$ cat config.mk
export PLATFORM = sky130hd
export DESIGN_NAME = sqw_sequencer
export DESIGN_NICKNAME = d
export VERILOG_FILES = /design/src/rtl/sqw_sequencer.sv
export SDC_FILE = /design/constraint.sdc
export NUM_CORES = 1
export LEC_CHECK = 0
export BUFFER_PORTS_ARGS = -buffer_cell sky130_fd_sc_hd__buf_2
export CELL_PAD_IN_SITES_DETAIL_PLACEMENT = 2
export CELL_PAD_IN_SITES_GLOBAL_PLACEMENT = 2
export CORE_ASPECT_RATIO = 1.25
export CORE_MARGIN = 2
export CORE_UTILIZATION = 25
export DETAILED_ROUTE_END_ITERATION = 10
export PLACE_DENSITY = 0.62
export SYNTH_ARGS = -nofsm -noshare
export SYNTH_HDL_FRONTEND = slang
export SYNTH_SLANG_ARGS = --single-unit
$ cat constraint.sdc
create_clock -name clk -period 3.6 [get_ports clk]
set_clock_uncertainty 0.05 [all_clocks]
set_input_delay 0.36 -clock clk [delete_from_list [all_inputs] [get_ports clk]]
set_output_delay 0.36 -clock clk [all_outputs]
set_load 0.01 [all_outputs]
$ cat src/rtl/sqw_sequencer.sv
module sqw_sequencer #(
  parameter int unsigned CLK_HZ = 50_000_000,
  parameter int NSEG = 3,
  parameter int unsigned SEG_HZ      [NSEG] = '{242_000, 23_000, 100_000},
  parameter int unsigned SEG_HIGH_NS [NSEG] = '{1_000, 20_000, 12_000},
  parameter int unsigned SEG_CYCLES  [NSEG] = '{4, 2, 3},
  parameter int CNT_W = 32,
  parameter int CYC_W = 16
) (
  input  logic clk,
  input  logic rst,
  input  logic en,
  output logic wave,
  output logic seg_strobe
);

  localparam int SEG_W = (NSEG > 1) ? $clog2(NSEG) : 1;
  localparam logic [63:0] NS_PER_S = 64'd1_000_000_000;

  logic [CNT_W-1:0] per_t  [NSEG];
  logic [CNT_W-1:0] high_t [NSEG];
  logic [CYC_W-1:0] ncyc_t [NSEG];

  for (genvar g = 0; g < NSEG; g++) begin : g_seg
    assign per_t[g]  = CNT_W'(64'(CLK_HZ) / 64'(SEG_HZ[g]));
    assign high_t[g] = CNT_W'(64'(SEG_HIGH_NS[g]) * 64'(CLK_HZ) / NS_PER_S);
    assign ncyc_t[g] = CYC_W'(SEG_CYCLES[g]);
  end

  logic [SEG_W-1:0] seg_q;
  logic [CNT_W-1:0] tick_q;
  logic [CYC_W-1:0] cyc_q;

  logic [CNT_W-1:0] per_cur, high_cur;
  logic [CYC_W-1:0] ncyc_cur;
  logic last_tick, last_cyc, last_seg;

  assign per_cur   = per_t[seg_q];
  assign high_cur  = high_t[seg_q];
  assign ncyc_cur  = ncyc_t[seg_q];
  assign last_tick = (tick_q == per_cur - CNT_W'(1));
  assign last_cyc  = (cyc_q == ncyc_cur - CYC_W'(1));
  assign last_seg  = (seg_q == SEG_W'(NSEG - 1));

  always_ff @(posedge clk) begin
    if (rst) begin
      seg_q  <= '0;
      tick_q <= '0;
      cyc_q  <= '0;
    end else if (en) begin
      if (last_tick) begin
        tick_q <= '0;
        if (last_cyc) begin
          cyc_q <= '0;
          seg_q <= last_seg ? '0 : seg_q + SEG_W'(1);
        end else begin
          cyc_q <= cyc_q + CYC_W'(1);
        end
      end else begin
        tick_q <= tick_q + CNT_W'(1);
      end
    end
  end

  assign wave       = en & (tick_q < high_cur);
  assign seg_strobe = en & (tick_q == '0) & (cyc_q == '0);

endmodule

==> results of run 1 <==
[layout make-up]
class | instances | area (sq um) | share of cell area (%)
multi-input combinational | 289 | 1918 | 56.71
tap | 164 | 205.2 | 6.067
clock buffer | 7 | 142.6 | 4.218
sequential | 50 | 1001 | 29.60
clock inverter | 1 | 5.005 | 0.1480
timing repair buffer | 8 | 50.05 | 1.480
inverter | 16 | 60.06 | 1.776
[power by group]
part           internal [uW]  switching [uW]
registers                555            4.34
clock network            277             223
logic                   14.6            27.6
total                    846             254
[cells in the final DEF, fill, tap and decap left out, types with 3 or more instances in the layout]
master | synthesis | final
nor2_1 | 55 | 55
dfxtp_1 | 50 | 50
nand2_1 | 26 | 26
xnor2_1 | 24 | 24
nand3_1 | 19 | 19
ha_1 | 18 | 18
nor3_1 | 17 | 17
inv_1 | 16 | 16
nand4_1 | 16 | 16
xor2_1 | 15 | 15
a21oi_1 | 13 | 13
o21ai_0 | 12 | 12
nor4_1 | 7 | 7
or3_1 | 6 | 6
nor2b_1 | 5 | 5
clkbuf_16 | 0 | 5
and4_1 | 4 | 4
a21o_1 | 4 | 4
and3_1 | 4 | 4
nor3b_1 | 4 | 4
buf_2 | 8 | 4
buf_4 | 1 | 4
a211o_1 | 3 | 3
[routing by layer]
metal | GRT usage (%) | up-vias | wire [um]
met3 | 2.571 | 8 | 131
met5 | 0 | - | 0
met4 | 4.721 | 0 | 151
met1 | 16.70 | 1340 | 3831
li1 | - | 1305 | -
met2 | 25.95 | 14 | 4590
[per-stage QoR]
step / setup WS, ns / utilization, % / hold slack [ns] / instance area, sq um
3_5_place_dp: 0.3780 / 26.84 / 0.4746 / 3234
2_1_floorplan: 1.025 / - / 0.4208 / 3054
5_1_grt: 0.1199 / 28.07 / 0.4007 / 3382
4_1_cts: 0.3587 / 28.07 / 0.3781 / 3382
3_3_place_gp: 0.5147 / 26.84 / 0.4633 / 3234
6_report: 0.4159 / 28.07 / 0.3773 / 3382
[how the worst max path moves through the flow]
stage	depth (start not counted)	startpoint	to
CTS	11	seg_q[1]$_SDFFE_PP0P_	tick_q[29]$_SDFFE_PP0P_
detailed placement	11	seg_q[1]$_SDFFE_PP0P_	tick_q[29]$_SDFFE_PP0P_
global placement	10	seg_q[0]$_SDFFE_PP0P_	tick_q[17]$_SDFFE_PP0P_
finish	11	seg_q[1]$_SDFFE_PP0P_	tick_q[29]$_SDFFE_PP0P_
floorplan	10	seg_q[1]$_SDFFE_PP0P_	cyc_q[8]$_SDFFE_PP0P_
global route	11	seg_q[1]$_SDFFE_PP0P_	tick_q[20]$_SDFFE_PP0P_
[state kept, by name (all words and copies together), names as in the netlist]
register,cells
tick_q,32
cyc_q,16
seg_q,2
[logic make-up after synthesis]
group,count (synthesis)
XOR/XNOR,39
flip-flops,50
adder cells (fa/ha/maj),18
AO/OA/AOI/OAI,49
multiplexers,1
buffers and inverters,30
AND/OR/NAND/NOR,182
[worst reg2reg max path, delay by kind of cell, from the launching register on]
family / cells / cell delay [ns]
AND/OR/NAND/NOR: 5 / 1.33
buffers and inverters: 4 / 0.76
adder cells (fa/ha/maj): 2 / 0.49
flip-flops: 1 / 0.44
==> metrics.cfg, run 1 <==
[setup_path]
cp_slowest_cell = nand2_1
reg2reg_depth = 11
r2r-end = tick_q[29]$_SDFFE_PP0P_
path_max_fanout = 16
crit_family = simple AND/OR/NAND/NOR gates
crit_path_start_kind = flop
rrSetupSlack_ns = 0.42
end_kind = flop
path_buf_inv = 4
crit_path_cell_trace = inv_1 > ha_1 > inv_1 > ha_1 > nand3b_1 > nor4_4 > buf_4 > nand4_2 > nand2_1 > buf_4 > nor2_1
r2r_start = seg_q[1]$_SDFFE_PP0P_
worst-setup-path-type = reg2reg
worst_path_largest_cell_delay_ns = 0.48
critical_path_required_ns = 3.73
crit_arrival_ns = 3.32

[cts]
cts_buffers = 5
cts_setup_buffers = 0
clk_pin_slew_worst_paths_ns = 0.07
clockBufferDepth = 2
holdBufCountCts = 0
root_buffer = clkbuf_16
cts_sinks = 50
cts_tree = yes
cts_resized = 0
htreeDepth = 2
insertion_delay_ns = 0.30

[timing]
clock.fmax_mhz = 314.1
setup_viol = 0
hold_viol = 0
period_share_pct = 88.45
worstMarginPinSlew_ns = 0.5898
max_slew_margin_pct = 60.50
period_needed_ns = 3.184
final.setup.tns_ns = 0
drv_slew = 0
rsz0062_at_grt = no

[global_route]
grt_first_pass_wirelength_mm = 14.70
antenna_found_initial = 0
overflow = 0
grt_pass1_vias = 2888
grt.total_usage_pct = 14.31
grt_start_max_net_pins = 17

[synth]
yosys.cell_types.count = 54
synth_area_leaders = dfxtp_1, ha_1, xnor2_1
yosys_warnings = 0
synthMostInstantiatedCell = nor2_1
muxShareOfSynthArea_pct = 0.3277
synth_fa_ha_area_share_pct = 7.374
synth.avg_cell_area_sq_um = 8.277
synth-seq-cells = 50
ys_seq_area_share_pct = 32.77
synthCells = 369
yosys.area_share.xor_xnor_pct = 11.18
synth_simple_gate_area_share_pct = 32.61
synth_top_area_share_pct = 32.77
synthTopCellsByCount = nor2_1, dfxtp_1, nand2_1
synth-edff-count = 0
synth_compound_area_share_pct = 11.31
synthesis.nets = 390
synth.largest_area_cell = dfxtp_1
ys.flop_type = dfxtp_1
synth_area_sq_um = 3054
synth_top_family_by_area = simple AND/OR/NAND/NOR gates
async_flop_share_pct = 0

[outcome]
status = completed

[power]
leakage_uw = 0.001182
p_total_uw = 1101
pwr_density_cell_nw_per_um2 = 325.5
peakVddDrop_uv = 141.9

[layout]
drive_gt1_share_pct = 8.086
fillers = 1422
n_antenna_cell = 0
fin_nets = 391
area_growth_pct = 10.73
instances_no_fill = 535

[routing]
final_antenna_net_count = 0
routed_wl_mm = 8.705
dr.first_iter.drc_count = 50
firstDrtPassIters = 4
via_count = 2667
wire_per_inst_um = 16.27
routed_via_density = 4.985
drc = 0

[placed_design]
portBuffers = 4
place_congestion = 0.8252
hpwl_mm = 6.514
place_inst = 527

[floorplanning]
die_h_um = 127.6
dieArea_sq_um = 13120
num_io_pins = 5
core_sq_um = 12050
initial_core_util_pct = 25.35
rows = 45
fp.dieW_um = 102.9

[min_path]
hold_depth = 2
min_path_type = in2reg
min_from = rst
hold-path-endpoint = tick_q[1]$_SDFFE_PP0P_

[flow_run]
timing.max_cap.violations = 0

No activity file was read; power rests on OpenSTA's default activity.
==> inputs of run 2 (changes only) <==
CELL_PAD_IN_SITES_DETAIL_PLACEMENT = default   (was 2)
CELL_PAD_IN_SITES_GLOBAL_PLACEMENT = default   (was 2)
PLACE_DENSITY = 0.47   (was 0.62)
clock period = 2.75 ns   (was 3.6 ns; I/O delays follow)
==> metrics.cfg, run 2 (synthesized netlist as in run 1, its figures left out) <==
[setup_path]
cp_slowest_cell = or3b_2
cp_num_cells = 9
crit_path_start_kind = flop
rrSetupSlack_ns = 0.12
r2r-end = cyc_q[2]$_SDFFE_PP0P_
path_max_fanout = 5
crit_path_cell_trace = inv_4 > ha_4 > or3b_2 > a21o_1 > a21o_1 > a211o_1 > a21oi_2 > o21a_1 > buf_2
critical_path_required_ns = 2.42
end_kind = output pin
crit_start = seg_q[0]$_SDFFE_PP0P_
cpMostUsedCell = a21o_1
r2r_start = seg_q[1]$_SDFFE_PP0P_
worst_path_largest_cell_delay_ns = 0.43
reg2reg_depth = 9
crit_arrival_ns = 2.33
path_buf_inv = 2
crit_family = compound AO/OA/AOI/OAI gates
crit_path_end = wave
worst-setup-path-type = reg2out

[power]
leakage_uw = 0.001238
pwr_density_cell_nw_per_um2 = 418.0
combPwrFrac_pct = 3.8
switching_share_pct = 23.82
p_int_uw = 1112
pwr-share-clk_pct = 46.2
p_total_uw = 1460
p_seq_share_pct = 50.0
p_sw_uw = 347.6
peakVddDrop_uv = 196.9

[cts]
clk_pin_slew_worst_paths_ns = 0.07
cts_sinks = 50
root_buffer = clkbuf_16
insertion_delay_ns = 0.30
htreeDepth = 2
cts_buffers = 5
holdBufCountCts = 0
clockBufferDepth = 2
cts_tree = yes

[layout]
design_area_sq_um = 3492
largest-register = tick_q
n_antenna_cell = 0
final_common_cell = nor2_1
reg_top3 = tick_q (32), cyc_q (16), seg_q (2)
area_growth_pct = 14.34
drive_gt1_share_pct = 12.14
fin_nets = 399
largest_reg_flops = 32
mostFrequentLayoutCells = nor2_1, dfxtp_1, nand2_1

[floorplanning]
die_h_um = 127.6
fp.dieW_um = 102.9
core_sq_um = 12050
initial_core_util_pct = 25.35
rows = 45
dieArea_sq_um = 13120
num_io_pins = 5

[routing]
routed_wl_mm = 7.447
dr.first_iter.drc_count = 139
routed_via_density = 4.788
firstDrtPassIters = 5
via_count = 2600
final_antenna_net_count = 0
drc = 0
wire_per_inst_um = 13.71

[min_path]
min_from = en
hold_depth = 3
min_path_type = in2reg

[timing]
period_share_pct = 96.68
drv_slew = 0
setup_viol = 0
hold_slack_ns = 0.2790
max_slew_margin_pct = 63.69
rsz0062_at_grt = no
final.setup.tns_ns = 0
hold_viol = 0
worstMarginPinSlew_ns = 0.5396
period_needed_ns = 2.659
clock.fmax_mhz = 376.1

[global_route]
antenna_found_initial = 0
grt_pass1_vias = 2582
grt.total_usage_pct = 12.36
grt_first_pass_wirelength_mm = 12.91
overflow = 0
grt_start_max_net_pins = 31

[placed_design]
place_congestion = 0.8261
dpl_cell_area_sq_um = 3299
hpwl_mm = 5.534
portBuffers = 4

[outcome]
status = completed

[flow_run]
timing.max_cap.violations = 0

run 2: cell types whose count changed in the layout (fill, tap and decap cells not counted), sizes merged:
cell / change
buf: +8
clkinv: +1
clkbuf: -1
run 2: worst min path at each step:
stage	to
floorplan	cyc_q[9]$_SDFFE_PP0P_
global placement	cyc_q[9]$_SDFFE_PP0P_
detailed placement	cyc_q[9]$_SDFFE_PP0P_
CTS	cyc_q[11]$_SDFFE_PP0P_
global route	cyc_q[11]$_SDFFE_PP0P_
finish	tick_q[1]$_SDFFE_PP0P_
run 2: final cells by class:
| class | instances | area (sq um) |
|---|---|---|
| fillers | 1313 | 8557 |
| multi-input cells | 289 | 1934 |
| flip-flops and latches | 50 | 1008 |
| well taps | 164 | 205.2 |
| clock buffers | 6 | 138.9 |
| repair buffers | 16 | 122.6 |
| inverters | 16 | 65.06 |
| clock inverters | 2 | 17.52 |
run 2: repair_timing:
| action | in CTS | in global routing |
|---|---|---|
| setup endpoints to repair | 1 | 2 |
| resized for setup | 8 | 4 |
| pin swaps | 0 | 2 |
| buffers inserted | 0 | 1 |
run 2: worst reg2reg max path, delay by kind of cell, from the launching register on:
family	cells	cell delay [ns]
buffers and inverters	2	0.31
flip-flops	1	0.36
adder cells (fa/ha/maj)	1	0.26
XOR/XNOR	1	0.17
AND/OR/NAND/NOR	3	0.82
AO/OA/AOI/OAI	2	0.55
run 2: per-stage QoR:
step                      setup WS, ns  std cells  util, %
after floorplan                 0.1754        369        -
after global placement         0.04975        534    27.38
after detailed placement       0.06746        534    27.38
after CTS                     0.004526        542    28.80
after global routing          0.008715        543    28.98
final                          0.09129        543    28.98
run 2: power by group through the flow:
stage | registers (uW) | clock network [uW] | logic [uW]
2_1_floorplan | 747 | 0 | 37.7
6_report | 730 | 674 | 55.8
3_5_place_dp | 749 | 0 | 57.1
3_3_place_gp | 749 | 0 | 56.3
5_1_grt | 730 | 715 | 62.9
4_1_cts | 731 | 688 | 57.2
run 2: metal layers:
metal	routed length, um	vias to the layer above	GRT usage, %
met3	174	10	2.298
met4	128	0	4.180
li1	-	1328	-
met1	3430	1231	15.16
met2	3713	31	21.45
met5	0	-	0
